$ cat src/rtl/defer_wd_pkg.sv
package defer_wd_pkg;

    typedef enum logic [2:0] {
        WD_IDLE,
        WD_DEFER,
        WD_CLEAR,
        WD_ABORT,
        WD_HOLD
    } wd_state_e;

    localparam int unsigned ST_W       = 3;
    localparam int unsigned ST_DEF_BIT = 0;
    localparam int unsigned ST_XD_BIT  = 2;

endpackage

$ cat src/rtl/defer_wd_count.sv
module defer_wd_count #(
    parameter int unsigned NORM_LIMIT = 24288,
    parameter int unsigned LONG_LIMIT = 155680,
    parameter int unsigned CNT_W      = 18
) (
    input  logic clk,
    input  logic rst_n,
    input  logic clr,
    input  logic adv,
    input  logic fast_mode,
    output logic reach
);

    logic [CNT_W-1:0] cnt;
    logic [CNT_W-1:0] lim;

    assign lim = fast_mode ? CNT_W'(LONG_LIMIT) : CNT_W'(NORM_LIMIT);

    // the strobe being registered now is the one that makes the count hit the limit
    assign reach = adv && ((cnt + CNT_W'(1)) >= lim);

    always_ff @(posedge clk or negedge rst_n) begin
        if (!rst_n) begin
            cnt <= '0;
        end else if (clr) begin
            cnt <= '0;
        end else if (adv && (cnt < lim)) begin
            cnt <= cnt + CNT_W'(1);
        end
    end

endmodule

$ cat src/rtl/defer_wd_fsm.sv
module defer_wd_fsm
    import defer_wd_pkg::*;
(
    input  logic clk,
    input  logic rst_n,
    input  logic tx_req,
    input  logic carrier,
    input  logic bit_tick,
    input  logic half_duplex,
    input  logic defer_chk_en,
    input  logic reach,
    output logic cnt_clr,
    output logic cnt_adv,
    output logic abort_o,
    output logic defer_o,
    output logic set_xd
);

    wd_state_e state;
    wd_state_e nxt;

    always_ff @(posedge clk or negedge rst_n) begin
        if (!rst_n) begin
            state <= WD_IDLE;
        end else begin
            state <= nxt;
        end
    end

    always_comb begin
        nxt = state;
        unique case (state)
            WD_IDLE: begin
                if (tx_req) nxt = WD_DEFER;
            end
            WD_DEFER: begin
                if (!tx_req)
                    nxt = WD_IDLE;
                else if (!carrier)
                    nxt = WD_CLEAR;
                else if (reach && defer_chk_en && half_duplex)
                    nxt = WD_ABORT;
            end
            WD_CLEAR: begin
                if (!tx_req) nxt = WD_IDLE;
            end
            WD_ABORT: begin
                nxt = tx_req ? WD_HOLD : WD_IDLE;
            end
            WD_HOLD: begin
                if (!tx_req) nxt = WD_IDLE;
            end
            default: nxt = WD_IDLE;
        endcase
    end

    always_comb begin
        cnt_clr = (state == WD_IDLE);
        cnt_adv = (state == WD_DEFER) && tx_req && carrier && bit_tick;
        defer_o = (state == WD_DEFER) && tx_req && carrier && half_duplex;
        abort_o = (state == WD_ABORT);
        set_xd  = (state == WD_DEFER) && (nxt == WD_ABORT);
    end

endmodule

$ cat src/rtl/defer_wd_stat.sv
module defer_wd_stat
    import defer_wd_pkg::*;
(
    input  logic            clk,
    input  logic            rst_n,
    input  logic            clr,
    input  logic            set_def,
    input  logic            set_xd,
    output logic [ST_W-1:0] field
);

    logic [ST_W-1:0] set_vec;

    for (genvar g = 0; g < ST_W; g++) begin : g_bit
        if (g == ST_DEF_BIT) begin : g_def
            assign set_vec[g] = set_def;
        end else if (g == ST_XD_BIT) begin : g_xd
            assign set_vec[g] = set_xd;
        end else begin : g_rsv
            assign set_vec[g] = 1'b0;
        end
    end

    always_ff @(posedge clk or negedge rst_n) begin
        if (!rst_n) begin
            field <= '0;
        end else begin
            field <= (clr ? '0 : field) | set_vec;
        end
    end

endmodule

$ cat src/rtl/defer_watchdog.sv
module defer_watchdog
    import defer_wd_pkg::*;
#(
    parameter int unsigned NORM_LIMIT = 24288,
    parameter int unsigned LONG_LIMIT = 155680
) (
    input  logic            clk,
    input  logic            rst_n,
    input  logic            bit_tick,
    input  logic            carrier,
    input  logic            tx_req,
    input  logic            fast_mode,
    input  logic            defer_chk_en,
    input  logic            half_duplex,
    input  logic            stat_clr,
    output logic            defer_flag,
    output logic            xdef_abort,
    output logic [ST_W-1:0] st_field
);

    localparam int unsigned MAX_LIM = (LONG_LIMIT > NORM_LIMIT) ? LONG_LIMIT : NORM_LIMIT;
    localparam int unsigned CNT_W   = $clog2(MAX_LIM + 2);

    logic cnt_clr;
    logic cnt_adv;
    logic reach;
    logic set_xd;

    defer_wd_fsm u_fsm (
        .clk          (clk),
        .rst_n        (rst_n),
        .tx_req       (tx_req),
        .carrier      (carrier),
        .bit_tick     (bit_tick),
        .half_duplex  (half_duplex),
        .defer_chk_en (defer_chk_en),
        .reach        (reach),
        .cnt_clr      (cnt_clr),
        .cnt_adv      (cnt_adv),
        .abort_o      (xdef_abort),
        .defer_o      (defer_flag),
        .set_xd       (set_xd)
    );

    defer_wd_count #(
        .NORM_LIMIT (NORM_LIMIT),
        .LONG_LIMIT (LONG_LIMIT),
        .CNT_W      (CNT_W)
    ) u_count (
        .clk       (clk),
        .rst_n     (rst_n),
        .clr       (cnt_clr),
        .adv       (cnt_adv),
        .fast_mode (fast_mode),
        .reach     (reach)
    );

    defer_wd_stat u_stat (
        .clk     (clk),
        .rst_n   (rst_n),
        .clr     (stat_clr),
        .set_def (defer_flag),
        .set_xd  (set_xd),
        .field   (st_field)
    );

endmodule

$ cat config.mk
export PLATFORM = sky130hd
export DESIGN_NAME = defer_watchdog
export DESIGN_NICKNAME = d
export VERILOG_FILES = /design/src/rtl/defer_wd_pkg.sv /design/src/rtl/defer_wd_count.sv /design/src/rtl/defer_wd_fsm.sv /design/src/rtl/defer_wd_stat.sv /design/src/rtl/defer_watchdog.sv
export SDC_FILE = /design/constraint.sdc
export NUM_CORES = 1
export LEC_CHECK = 0
export BUFFER_PORTS_ARGS = -buffer_cell sky130_fd_sc_hd__buf_2
export CAP_MARGIN = 20
export CORE_MARGIN = 2
export CORE_UTILIZATION = 45
export DETAILED_ROUTE_END_ITERATION = 16
export PLACE_DENSITY = 0.73
export SLEW_MARGIN = 0
export SYNTH_ARGS = -nofsm -noshare
export SYNTH_HDL_FRONTEND = slang
export SYNTH_SLANG_ARGS = --single-unit
$ cat constraint.sdc
create_clock -name clk -period 4.7 [get_ports clk]
set_clock_uncertainty 0.05 [all_clocks]
set_input_delay 0.94 -clock clk [delete_from_list [all_inputs] [get_ports clk]]
set_output_delay 0.94 -clock clk [all_outputs]
set_load 0.1 [all_outputs]
==> results of run 1 <==
-- stage by stage --
step,util,hold slack [ns],setup slack [ns]
after floorplan,-,0.419,1.79
after global placement,0.486,0.446,1.44
after detailed placement,0.486,0.444,1.40
after CTS,0.498,0.469,1.40
after global routing,0.498,0.520,1.10
final,0.498,0.466,1.39
-- cell usage in the layout (no fill, tap or decap), types with 5 or more instances in the layout --
cell type,count
buf_2,12
nor3_1,10
dfrtp_1,23
nor4b_1,5
xnor2_1,5
a221o_1,13
nor2_1,12
ha_1,18
nand2_1,17
xor2_1,5
and3_1,6
o21a_1,5
nor2b_1,7
nand3_1,10
nand4_1,8
-- metal layers --
metal  vias up  global-route usage
met4         0              0.0479
li1        800                   -
met1       779               0.272
met3         6              0.0334
met5         -                   0
met2        51               0.310
-- area by class of cell --
class,instances,share of cell area
Clock inverter,1,0.00248
Inverter,4,0.00743
Sequential cell,23,0.285
Timing Repair Buffer,13,0.0335
Tap cell,50,0.0310
Clock buffer,3,0.0204
Multi-Input combinational cell,170,0.620
-- report_power, final --
group          internal, uW  leakage (uW)  switching (uW)
logic                  16.3      0.000623            39.1
clock network          59.4     0.0000255            69.7
registers               201      0.000319            4.35
total                   276      0.000967             113
-- how the worst min path moves through the flow --
stage / endpoint / slack [ns] / cells after the start / startpoint
final: u_stat.field[2] / 0.47 / 2 / u_stat.field[2]
after global routing: u_stat.field[0] / 0.52 / 2 / u_stat.field[0]
after CTS: u_fsm.state[0] / 0.47 / 1 / u_fsm.state[2]
after detailed placement: u_stat.field[2] / 0.44 / 2 / u_stat.field[2]
after global placement: u_fsm.state[0] / 0.45 / 1 / u_fsm.state[2]
after floorplan: u_fsm.state[0] / 0.42 / 1 / u_fsm.state[2]
-- worst max-delay path, stage by stage, from the launching register on --
cell and delay [ns]:
dfrtp_1 0.50, and4_1 0.36, nand3_1 0.22, nor2_1 0.27
xor2_1 0.18, ha_1 0.26, and3_1 0.19, a221o_1 0.34
a221o_1 0.29, o311ai_1 0.41, nand3_1 0.11
-- cells by family after synthesis --
logic type,share of synthesized area
and+or+nand+nor,0.269
buffers and inverters,0.0451
adders and majority gates,0.118
DFF,0.301
xor gates and xnor gates,0.0457
AOI/OAI and AO/OA,0.203
muxes,0.0170
other,0.00196
-- sequential cells by signal (all words and copies together) (netlist names) --
register and flops:
u_count.cnt 18, u_stat.field 2, u_fsm.state 3
==> key figures, run 1 <==
Yosys
  • Synth Cell Area: 1910 sq um
  • Synthesized netlist net count: 236
  • Asr flop ratio synth: 1.00
  • Synth area leader: dfrtp_1
  • Synth cell types: 47
  • Share of the synthesized area in the top cell type: 0.301
  • Count leader, synth: dfrtp_1
  • Post-Syn Area per Cell: 9.16 sq um
  • Syn Inst Count: 209
  • Dominant synthesized flop cell: dfrtp_1
  • Register area share after synthesis: 0.301
  • Number of synthesized flops with an enable pin: 0
  • Synth top area cells: dfrtp_1 30%, ha_1 12%, a221o_1 6.8%
  • #FFs+latches synth: 23
  • Number of synthesis warnings: 0
  • Commonest cells in the netlist: 23 x dfrtp_1, 18 x ha_1, 17 x nand2_1

STA
  • Setup TNS: 0 ns
  • Slew Limit Fails: 0
  • Final period utilization: 0.704
  • Tmin final: 3.31 ns
  • Final Hold Fails: 0
  • RSZ-0062 raised after global routing: no
  • Worst-Margin Slew: 0.646 ns
  • Slew margin rel.: 0.566
  • Final setup vio count: 0
  • F_max: 302 MHz

Critical path
  • Critical Path RT: 4.80 ns
  • CP max FO: 9
  • FF-to-FF Start: u_count.cnt[6]
  • CP Class: reg -> reg
  • Critical Path Source: u_count.cnt[6]
  • CP Launch Type: flop
  • Worst EP arrival: 3.41 ns
  • Reg2reg setup slack: 1.39 ns
  • FF-to-FF path depth: 10
  • Reg-to-reg endpoint: u_stat.field[2]
  • Crit path capture: u_stat.field[2]
  • Worst setup EP type: flop

Finish
  • Multi-input gate area: 1250 sq um
  • Layout cells sized above 1: 0.121
  • Area Overhead vs Synth: 5.49%
  • Antenna Cells: 0
  • Sequential cell area: 576 sq um
  • Finished Cell Area: 2020 sq um
  • Nets: 242
  • Cell Count, Final, Fillers Out: 264
  • FILL cells: 373

Job
  • Max cap viols: 0

Routing
  • Metal3 WL: 244 um
  • Max Used Layer: met4
  • Wire per inst: 17.0 um
  • M1 WL: 2.12 mm
  • Drt drc: 0
  • Vias per cell: 6.20
  • Met2 WL: 2.08 mm
  • Iter 0 DRT Violations: 106
  • DR pass1 iterations: 4
  • Post-Route WL: 4.50 mm
  • Routed via count: 1636
  • Post-route ant nets: 0

Power and ir drop
  • PnR Total Power: 390 uW
  • Worst ir drop on vdd: 0.188 mV
  • Static leakage: 0.000967 uW
  • Pwr dens: 193 nW/um^2

Global routing
  • Vias in the first global route: 1565
  • Gr usage total: 0.194
  • Initial antenna violation count: 0
  • Total gr overflow: 0
  • Global-route wire length before repair: 7.62 mm
  • Largest net degree at the start of global routing: 24

Clock tree
  • CTS tree: yes
  • CTS Root Buffer Type: clkbuf_8
  • Worst-skew pair later-pin latency: 0.27 ns
  • Cts hold-fix bufs: 0
  • CTS resizes: 0
  • Post CTS Setup Buffer Count: 0
  • Clk slew on worst S/H paths: 0.09 ns
  • Total clock sinks: 23
  • CTS Buf Count: 3
  • Deepest clock path buffer count: 2
  • H-tree depth: 1

Floorplan
  • Starting Density: 0.472
  • Die area: 4790 sq um
  • Die W: 69.2 um
  • Die height: 69.2 um
  • Core area: 4060 sq um
  • FP Rows: 23
  • IO Pins: 14

Min path
  • HP Class: reg -> reg

Place
  • Inst Count DP: 260
  • Post-Place Cell Area: 1970 sq um
  • GPL Wtd Cong: 0.852
  • HPWL Detailed: 3.29 mm
  • Port Buffer Count: 12

Run status
  • Outcome: completed
Note: power is estimated with default switching activity, not from simulation.
==> run 2, diff against run 1 <==
--- a/config.mk
+++ b/config.mk
@@ -10,7 +10,7 @@
 export CORE_MARGIN = 2
 export CORE_UTILIZATION = 45
 export DETAILED_ROUTE_END_ITERATION = 16
-export PLACE_DENSITY = 0.73
+export PLACE_DENSITY = 0.76
 export SLEW_MARGIN = 0
 export SYNTH_ARGS = -nofsm -noshare
 export SYNTH_HDL_FRONTEND = slang
==> constraint.sdc (replaced) <==
create_clock -name clk -period 2.75 [get_ports clk]
set_clock_uncertainty 0.05 [all_clocks]
set_input_delay 0.55 -clock clk [delete_from_list [all_inputs] [get_ports clk]]
set_output_delay 0.55 -clock clk [all_outputs]
set_load 0.1 [all_outputs]
==> run 2 against run 1 <==
  * Critical path depth is the same
  * Combinational power up 110%
  * Worst hold slack lost 0.27 ns
  * Sequential share of layout area decreased by 3.8 points
  * Design area rose by 15%
  * Cell count grew 12%
  * Clock-buffer cell count rose by 1
  * Largest cell class unchanged
==> key figures, run 2 (synthesized netlist as in run 1, its figures left out) <==
Routing
  • Drt drc: 0
  • Vias per cell: 5.97
  • Post-Route WL: 4.84 mm
  • Routed via count: 1768
  • Wire per inst: 16.3 um
  • DR pass1 iterations: 4
  • Iter 0 DRT Violations: 91
  • Post-route ant nets: 0

Finish
  • Biggest regs: u_count.cnt x18, u_fsm.state x3, u_stat.field x2
  • Layout cells sized above 1: 0.268
  • Max reg flops: 18
  • Nets: 274
  • Top reg by flops: u_count.cnt
  • Area Overhead vs Synth: 21.5%
  • Most common cell after layout, fill and taps aside: buf_4
  • FILL cells: 343
  • Commonest non-fill, non-tap cells in the layout: 31 x buf_4, 23 x dfrtp_1, 17 x nand2_1, 17 x ha_1, 13 x a221o_1
  • Antenna Cells: 0
  • Cell Count, Final, Fillers Out: 296

Clock tree
  • Clk slew on worst S/H paths: 0.08 ns
  • Deepest clock path buffer count: 2
  • H-tree depth: 1
  • Cts hold-fix bufs: 0
  • CTS tree: yes
  • CTS Root Buffer Type: clkbuf_8
  • Total clock sinks: 23
  • Worst-skew pair later-pin latency: 0.27 ns
  • CTS Buf Count: 3

Job
  • Max cap viols: 0

STA
  • Worst-Margin Slew: 0.570 ns
  • Final Hold Fails: 0
  • Final setup vio count: 0
  • F_max: 364 MHz
  • RSZ-0062 raised after global routing: yes
  • Slew Limit Fails: 0
  • Slew margin rel.: 0.616
  • Final period utilization: 0.999
  • Tmin final: 2.75 ns
  • Hold WS: 0.196 ns

Critical path
  • FF-to-FF path depth: 10
  • FF-to-FF Start: u_count.cnt[0]
  • Worst EP arrival: 2.84 ns
  • CP Launch Type: flop
  • CP Class: reg -> reg
  • CP max FO: 4
  • Worst setup EP type: flop
  • Reg-to-reg endpoint: u_stat.field[2]
  • Reg2reg setup slack: 0.003 ns
  • Critical Path RT: 2.84 ns

Floorplan
  • IO Pins: 14
  • Die area: 4790 sq um
  • Starting Density: 0.472
  • FP Rows: 23
  • Die W: 69.2 um
  • Core area: 4060 sq um
  • Die height: 69.2 um

Place
  • GPL Wtd Cong: 0.937
  • HPWL Detailed: 3.62 mm
  • Inst Count DP: 285
  • Port Buffer Count: 12

Global routing
  • Largest net degree at the start of global routing: 24
  • GRT met3 Usage: 0.0262
  • Vias in the first global route: 1753
  • GR Util met2: 0.346
  • Busiest grt layer: met2
  • Total gr overflow: 0
  • Global-route wire length before repair: 8.36 mm
  • Met1 Use GR: 0.293
  • Initial antenna violation count: 0
  • Gr usage total: 0.213

Min path
  • HP Class: in -> async

Power and ir drop
  • Worst ir drop on vdd: 0.296 mV
  • Static leakage: 0.00112 uW
  • Pwr dens: 293 nW/um^2
  • PnR Total Power: 682 uW

Run status
  • Outcome: completed
==> run 2: changes by cell type in the layout (fill, tap and decap cells not counted), moves of 2 or more <==
cell / change
nand3_2: +2
nand3_1: -2
and4_4: +2
buf_4: +30
and3_4: +2
buf_12: +2
and3_1: -2
and4_1: -2
==> run 2: power by group <==
part,internal [uW],switching (uW)
combinational,43.6,72.4
clock,104,113
sequential,343,6.76
==> run 2: worst max path at each step <==
stage                         startpoint              end  slack, ns  cells past startpoint
final                     u_count.cnt[0]  u_stat.field[2]      0.003                     10
after detailed placement  u_count.cnt[0]  u_stat.field[2]      -0.04                     10
after floorplan           u_count.cnt[0]  u_stat.field[2]      -0.02                     10
after global routing      u_count.cnt[0]  u_stat.field[2]      -0.12                     10
after CTS                 u_count.cnt[0]  u_stat.field[2]       0.02                     10
after global placement    u_count.cnt[0]  u_stat.field[2]       0.05                     10
==> run 2: timing repair <==
item                                   in CTS  in global routing
gates resized for setup                     1                  3
setup endpoints to repair                   2                  2
endpoints found under the hold margin       0                  0
setup buffers                               4                  3
pin swaps                                   8                  5
==> run 2: critical path: stages (launching register included) <==
cell	delay (ns)
dfrtp_1	0.38
ha_2	0.18
and4_4	0.24
nand4_1	0.16
xnor2_1	0.17
ha_1	0.30
and3_4	0.16
a221o_1	0.31
a221o_1	0.30
o311ai_2	0.26
nand3_1	0.11
==> run 2: per-layer routing <==
metal / vias to the layer above / share of wire
met1: 839 / 0.46
met4: 0 / 0.023
li1: 874 / -
met3: 10 / 0.043
met2: 45 / 0.47
met5: - / 0
==> run 2: final cells by class <==
type	instances	area, sq um	share of cell area
timing repair buffer	45	333	0.143
sequential	23	576	0.247
inverter	4	15.0	0.00646
multi-input combinational	170	1290	0.557
tap	50	62.6	0.0269
clock buffer	4	45.0	0.0194
==> run 2: through the flow <==
stage               worst slack [ns]  setup TNS, ns  instance area (sq um)   util
floorplan                    -0.0154        -0.0200                   1940      -
global placement              0.0465              0                   2210  0.544
detailed placement           -0.0364        -0.0674                   2210  0.544
CTS                           0.0245              0                   2290  0.564
global route                  -0.118         -0.226                   2330  0.573
finish                       0.00297              0                   2330  0.573
